$ cat src/rtl/pt_walker.sv
module pt_walker #(
  parameter int PA_W  = 32,
  parameter int OFF_W = 12,
  parameter int IDX_W = 10,
  localparam int VPN_W = PA_W - OFF_W,
  localparam int PPN_W = PA_W - OFF_W
) (
  input  logic             clk,
  input  logic             rst_n,
  input  logic             base_we,
  input  logic [PA_W-1:0]  base_wdata,
  input  logic             req_valid,
  input  logic [VPN_W-1:0] req_vpn,
  output logic             req_ready,
  output logic             mem_req_valid,
  output logic [PA_W-1:0]  mem_req_addr,
  input  logic             mem_req_ready,
  input  logic             mem_rsp_valid,
  input  logic [PA_W-1:0]  mem_rsp_data,
  output logic             done,
  output logic [PPN_W-1:0] done_ppn,
  output logic [2:0]       done_perm,
  output logic             done_fault,
  output logic             done_fault_lvl
);
  localparam int HI_W = VPN_W - IDX_W;

  typedef enum logic [2:0] {
    S_IDLE, S_L1_REQ, S_L1_WAIT, S_L2_REQ, S_L2_WAIT, S_DONE, S_FAULT
  } walk_st_t;

  walk_st_t         st;
  logic [PA_W-1:0]  root_q;
  logic [VPN_W-1:0] vpn_q;
  logic [PPN_W-1:0] ptr_q;
  logic [PPN_W-1:0] res_ppn;
  logic [2:0]       res_perm;
  logic             res_lvl;
  logic [PA_W-1:0]  l1_addr, l2_addr;
  logic             unused_rsp_bits;

  assign unused_rsp_bits = ^mem_rsp_data[OFF_W-1:4];

  assign l1_addr = root_q + {{(PA_W-HI_W-2){1'b0}}, vpn_q[VPN_W-1:IDX_W], 2'b00};
  assign l2_addr = {ptr_q, vpn_q[IDX_W-1:0], {(OFF_W-IDX_W){1'b0}}};

  assign req_ready      = (st == S_IDLE);
  assign mem_req_valid  = (st == S_L1_REQ) || (st == S_L2_REQ);
  assign mem_req_addr   = (st == S_L2_REQ) ? l2_addr : l1_addr;
  assign done           = (st == S_DONE) || (st == S_FAULT);
  assign done_fault     = (st == S_FAULT);
  assign done_fault_lvl = (st == S_FAULT) && res_lvl;
  assign done_ppn       = (st == S_DONE) ? res_ppn  : '0;
  assign done_perm      = (st == S_DONE) ? res_perm : '0;

  always_ff @(posedge clk) begin
    if (!rst_n) begin
      root_q <= '0;
    end else if (base_we && st == S_IDLE) begin
      root_q <= {base_wdata[PA_W-1:2], 2'b00};
    end
  end

  always_ff @(posedge clk) begin
    if (!rst_n) begin
      st       <= S_IDLE;
      vpn_q    <= '0;
      ptr_q    <= '0;
      res_ppn  <= '0;
      res_perm <= '0;
      res_lvl  <= 1'b0;
    end else begin
      case (st)
        S_IDLE: if (req_valid) begin
          vpn_q <= req_vpn;
          st    <= S_L1_REQ;
        end
        S_L1_REQ: if (mem_req_ready) st <= S_L1_WAIT;
        S_L1_WAIT: if (mem_rsp_valid) begin
          if (mem_rsp_data[0]) begin
            ptr_q <= mem_rsp_data[PA_W-1:OFF_W];
            st    <= S_L2_REQ;
          end else begin
            res_lvl <= 1'b0;
            st      <= S_FAULT;
          end
        end
        S_L2_REQ: if (mem_req_ready) st <= S_L2_WAIT;
        S_L2_WAIT: if (mem_rsp_valid) begin
          if (mem_rsp_data[0]) begin
            res_ppn  <= mem_rsp_data[PA_W-1:OFF_W];
            res_perm <= mem_rsp_data[3:1];
            st       <= S_DONE;
          end else begin
            res_lvl <= 1'b1;
            st      <= S_FAULT;
          end
        end
        default: st <= S_IDLE;
      endcase
    end
  end

  a_r1_reset_idle: assert property (@(posedge clk)
    $fell(rst_n) |=> req_ready && !done && !mem_req_valid);

  a_r2_word_aligned: assert property (@(posedge clk) disable iff (!rst_n)
    mem_req_valid |-> mem_req_addr[1:0] == 2'b00);

  a_r5_l1_fault_origin: assert property (@(posedge clk) disable iff (!rst_n)
    done_fault && !done_fault_lvl |-> $past(st) == S_L1_WAIT);

  a_r7_hold_request: assert property (@(posedge clk) disable iff (!rst_n)
    mem_req_valid && !mem_req_ready |=> mem_req_valid && $stable(mem_req_addr));

  a_r7_no_req_while_waiting: assert property (@(posedge clk) disable iff (!rst_n)
    mem_req_valid && mem_req_ready |=> !mem_req_valid);

  a_r8_done_pulse: assert property (@(posedge clk) disable iff (!rst_n)
    done |=> !done && req_ready);

  a_r9_root_frozen: assert property (@(posedge clk) disable iff (!rst_n)
    !req_ready |=> $stable(root_q));
endmodule

$ cat config.mk
export PLATFORM = sky130hd
export DESIGN_NAME = pt_walker
export DESIGN_NICKNAME = d
export VERILOG_FILES = /design/src/rtl/pt_walker.sv
export SDC_FILE = /design/constraint.sdc
export NUM_CORES = 1
export LEC_CHECK = 0
export BUFFER_PORTS_ARGS = -buffer_cell sky130_fd_sc_hd__buf_2
export CORE_ASPECT_RATIO = 0.8
export CORE_MARGIN = 4
export CORE_UTILIZATION = 55
export CTS_CLUSTER_SIZE = 40
export DETAILED_ROUTE_END_ITERATION = 6
export PLACE_DENSITY = 0.82
export SYNTH_ARGS = -nofsm -noshare
export SYNTH_HDL_FRONTEND = slang
export SYNTH_SLANG_ARGS = --single-unit
export TNS_END_PERCENT = 10
$ cat constraint.sdc
create_clock -name clk -period 5.9 [get_ports clk]
set_input_delay 0.295 -clock clk [delete_from_list [all_inputs] [get_ports clk]]
set_output_delay 0.295 -clock clk [all_outputs]
set_load 0.1 [all_outputs]
==> run summary <==
The worst slew margin relative to its limit is 0.234. The critical path's slowest cell is sky130_fd_sc_hd__buf_2. The number of gates given a new drive strength after cts came out at 0. 0 antenna diodes ended up in the layout.

Traced cell by cell, the critical path runs through ha_1 > fa_1 > a21oi_2 > o21ai_2 > a211oi_2 > or2_4 > or4_1 > a31oi_1 > buf_2. The length of the first detailed-routing pass in iterations is 5. The hold buffer count at CTS is 0.

The number of sinks driven by the clock tree is 97. The worst setup path is launched from a register. The synthesized cell area is 5110 um^2. The wire length of the first global-routing pass came out at 22.9 mm. The source-to-sink clock delay at the later pin of the worst-skew pair came out at 0.35 ns. The fraction of the yosys area taken by sequential cells came out at 0.380. After detailed routing, the number of remaining DRC violations is 0. The count of flip-flops with a built-in enable after synthesis is 0. The cell total after placement is 886. The highest fanout seen on the critical path is 15. The share of synthesized registers carrying an async set or reset came out at 0. The power after layout is 2690 uW. The dominant synthesized flop cell is sky130_fd_sc_hd__dfxtp_1. The worst setup skew after layout is 0.00712 ns. Counting every instance in the synthesized netlist gives 676. The delay of the slowest critical-path stage came out at 0.49 ns. The number of nets in the layout came out at 883. The hold violation count in the final report was 0. The number of distinct standard cells referenced by the synthesized netlist came out at 53. The standard cell core area is 9040 um^2. The residual overflow from global routing is 0.

The via count came out at 5,002. The number of buffers inserted during clock tree synthesis came out at 9. The average size of a mapped cell came out at 7.56 um^2. The total negative slack for setup checks is 0 ns. The number of pins with negative max-slew slack in the final report is 0. After floorplanning, the core was divided into 31 placement rows. The number of top-level design ports came out at 150. The synthesized flop and latch total is 97. The residual antenna-violating net count after detailed routing is 0. The data arrival time of the critical path came out at 3.24 ns. The static leakage power came out at 0.00256 uW. The total routing usage reported by global routing is 0.262. The number of global-route vias before repair is 4,895.

The final period utilization is 0.599. The number of buffer cells added on primary ports is 137. The number of buffers added for setup after CTS is 0. Summed over all layers, the routed wires come to 14.1 mm. The clock transition at the registers of the reported paths came out at 0.07 ns.

The highest attainable clock frequency is 283 MHz. Compared with the post-synthesis result, the final layout area differs by 19.0%. CTS placed an instance of sky130_fd_sc_hd__clkbuf_16 at the clock tree root. The critical path in this run is classified as register to output port. Setup violations remaining at the end of the flow were counted as 0. The type of the worst min-delay path is input pin to register. The final routed wire length divided by cell count came out at 15.6 um. The slew at the pin closest to its max-slew limit is 1.14 ns. The pin count of the biggest net entering global routing is 98. The worst-case IR drop observed on VDD is 0.395 mV. The critical path data required time came out at 5.61 ns.

The number of levels the H-tree was split into is 3. The number of warnings reported in the yosys synthesis log came out at 0. The weighted congestion at the end of routability-driven global placement is 0.855. The fraction of final layout cells with drive strength greater than 1 is 0.206.

The final non-filler cell total is 902. The kind of end point of the critical path is an output port. In this run the critical register-to-register path is launched from st[0]. The sum of net half-perimeters after detailed placement is 10.1 mm. The number of antenna violations at the first check in global routing is 0.

The minimum period implied by the final worst setup slack is 3.53 ns. In this run the worst setup path begins at vpn_q[10]. In this run the most critical hold path is launched from base_wdata[14]. Setup repair after global routing left no endpoint under its margin. The number of vias per cell after detailed routing is 5.55.

The flow ran to the end, and the final reports show no timing, DRC or antenna violations. The floorplan die area came out at 10,900 um^2. The areal power density over the cells is 442 nW/um^2. The CTS tree is done.

Max-cap violations in this run came to 0. The DRC violation total after the first TritonRoute iteration came out at 287. The floorplan step set the die width to 116 um. The deepest clock path buffer count is 2. The final core utilization is 0.673. The floorplan step set the die height to 94.2 um. For this configuration, the core starts out at a cell density of 0.565.
==> cells in the mapped netlist, types with 2 or more instances <==
cell	number	share of area
sky130_fd_sc_hd__dfxtp_1	97	0.38
sky130_fd_sc_hd__and2_1	31	0.038
sky130_fd_sc_hd__a21o_1	4	0.0059
sky130_fd_sc_hd__nand2_1	227	0.17
sky130_fd_sc_hd__or4_1	6	0.0088
sky130_fd_sc_hd__o22ai_1	2	0.0024
sky130_fd_sc_hd__nor3b_1	2	0.0029
sky130_fd_sc_hd__o21bai_1	2	0.0029
sky130_fd_sc_hd__nand4_1	8	0.0098
sky130_fd_sc_hd__nand3_1	7	0.0069
sky130_fd_sc_hd__ha_1	10	0.024
sky130_fd_sc_hd__a21boi_0	94	0.14
sky130_fd_sc_hd__a211oi_1	2	0.0029
sky130_fd_sc_hd__and3b_1	2	0.0034
sky130_fd_sc_hd__clkbuf_1	38	0.028
sky130_fd_sc_hd__o211ai_1	3	0.0044
sky130_fd_sc_hd__a21oi_1	16	0.016
sky130_fd_sc_hd__xnor2_1	10	0.017
sky130_fd_sc_hd__xor2_1	11	0.019
sky130_fd_sc_hd__buf_6	2	0.0044
sky130_fd_sc_hd__a31oi_1	7	0.0086
sky130_fd_sc_hd__nor3_1	7	0.0069
sky130_fd_sc_hd__buf_4	2	0.0029
sky130_fd_sc_hd__inv_1	6	0.0044
sky130_fd_sc_hd__o31ai_1	7	0.010
sky130_fd_sc_hd__o21ai_0	16	0.016
sky130_fd_sc_hd__nand2b_1	2	0.0024
sky130_fd_sc_hd__or3_1	3	0.0037
sky130_fd_sc_hd__nor2_1	24	0.018
sky130_fd_sc_hd__buf_2	3	0.0029
sky130_fd_sc_hd__nor2b_1	2	0.0024
sky130_fd_sc_hd__and3_1	2	0.0024
==> path summary, 6_finish.rpt <==
check | to | slack, ns | cells past startpoint
worst max register to register | root_q[25] | 3.46 | 4
worst min-delay path | root_q[14] | 0.20 | 3
worst max-delay path | mem_req_addr[26] | 2.37 | 9
worst min register to register | res_ppn[16] | 0.46 | 2
==> sequential cells by signal, indices dropped and copies added, names as in the netlist <==
signal,count
res_lvl,1
ptr_q,20
root_q,30
vpn_q,20
res_ppn,20
res_perm,3
st,3
==> report_power, final <==
part | internal, uW | switching, uW
logic | 242 | 988
clock network | 371 | 252
registers | 739 | 94.7
==> worst max-delay path: cells and delay by family, from the launching register on <==
kind / cells / cell delay, ns
simple gates: 2 / 0.81
fa+ha+maj: 2 / 0.48
flops: 1 / 0.35
compound gates: 4 / 0.75
buf+inv: 1 / 0.49
==> per-stage QoR <==
step / setup slack (ns) / area [um^2] / hold WS, ns
after floorplan: 1.67 / 5110 / 0.439
after global placement: 2.88 / 5770 / 0.447
after detailed placement: 2.83 / 5770 / 0.455
after CTS: 2.41 / 6080 / 0.193
after global routing: 2.21 / 6080 / 0.202
final: 2.37 / 6080 / 0.197
==> layout by cell type, fill, tap and decap left out, types with 3 or more instances in the layout <==
cell                        instances
sky130_fd_sc_hd__nand2_1          227
sky130_fd_sc_hd__nand4_1            8
sky130_fd_sc_hd__or4_1              6
sky130_fd_sc_hd__or3_1              3
sky130_fd_sc_hd__a21boi_0          94
sky130_fd_sc_hd__a21o_1             4
sky130_fd_sc_hd__o31ai_1            7
sky130_fd_sc_hd__a21oi_1           16
sky130_fd_sc_hd__dfxtp_1           97
sky130_fd_sc_hd__a31oi_1            7
sky130_fd_sc_hd__o21ai_0           16
sky130_fd_sc_hd__ha_1              10
sky130_fd_sc_hd__xnor2_1           10
sky130_fd_sc_hd__nand3_1            7
sky130_fd_sc_hd__inv_1              6
sky130_fd_sc_hd__nor3_1             6
sky130_fd_sc_hd__buf_2            137
sky130_fd_sc_hd__xor2_1            11
sky130_fd_sc_hd__and2_1            31
sky130_fd_sc_hd__o211ai_1           3
sky130_fd_sc_hd__nor2_1            24
sky130_fd_sc_hd__clkbuf_16          9
==> area by class of cell <==
class,instances,area [um^2]
inverter,6,22.5
sequential,97,1940
clock buffer,11,233
clock inverter,5,80.1
fill,773,2960
multi-input combinational,529,2960
timing repair buffer,139,701
tap,115,144
==> kinds of logic (layout without fill, tap and decap cells) <==
| group | Yosys count | in the layout | synth area share |
|---|---|---|---|
| xor gates and xnor gates | 21 | 21 | 0.0360 |
| and+or+nand+nor | 328 | 328 | 0.280 |
| muxes | 1 | 1 | 0.00220 |
| buffers and inverters | 51 | 161 | 0.0426 |
| adders and majority gates | 12 | 12 | 0.0304 |
| other | 1 | 2 | 0.000734 |
| AOI/OAI and AO/OA | 165 | 165 | 0.228 |
| DFF | 97 | 97 | 0.380 |
==> per-layer routing <==
layer	global-route usage	part of all wire
met1	0.330	0.43
met3	0.0644	0.081
met5	0	0
met4	0.0725	0.019
met2	0.447	0.47
Power figures use the tool's default switching activity.
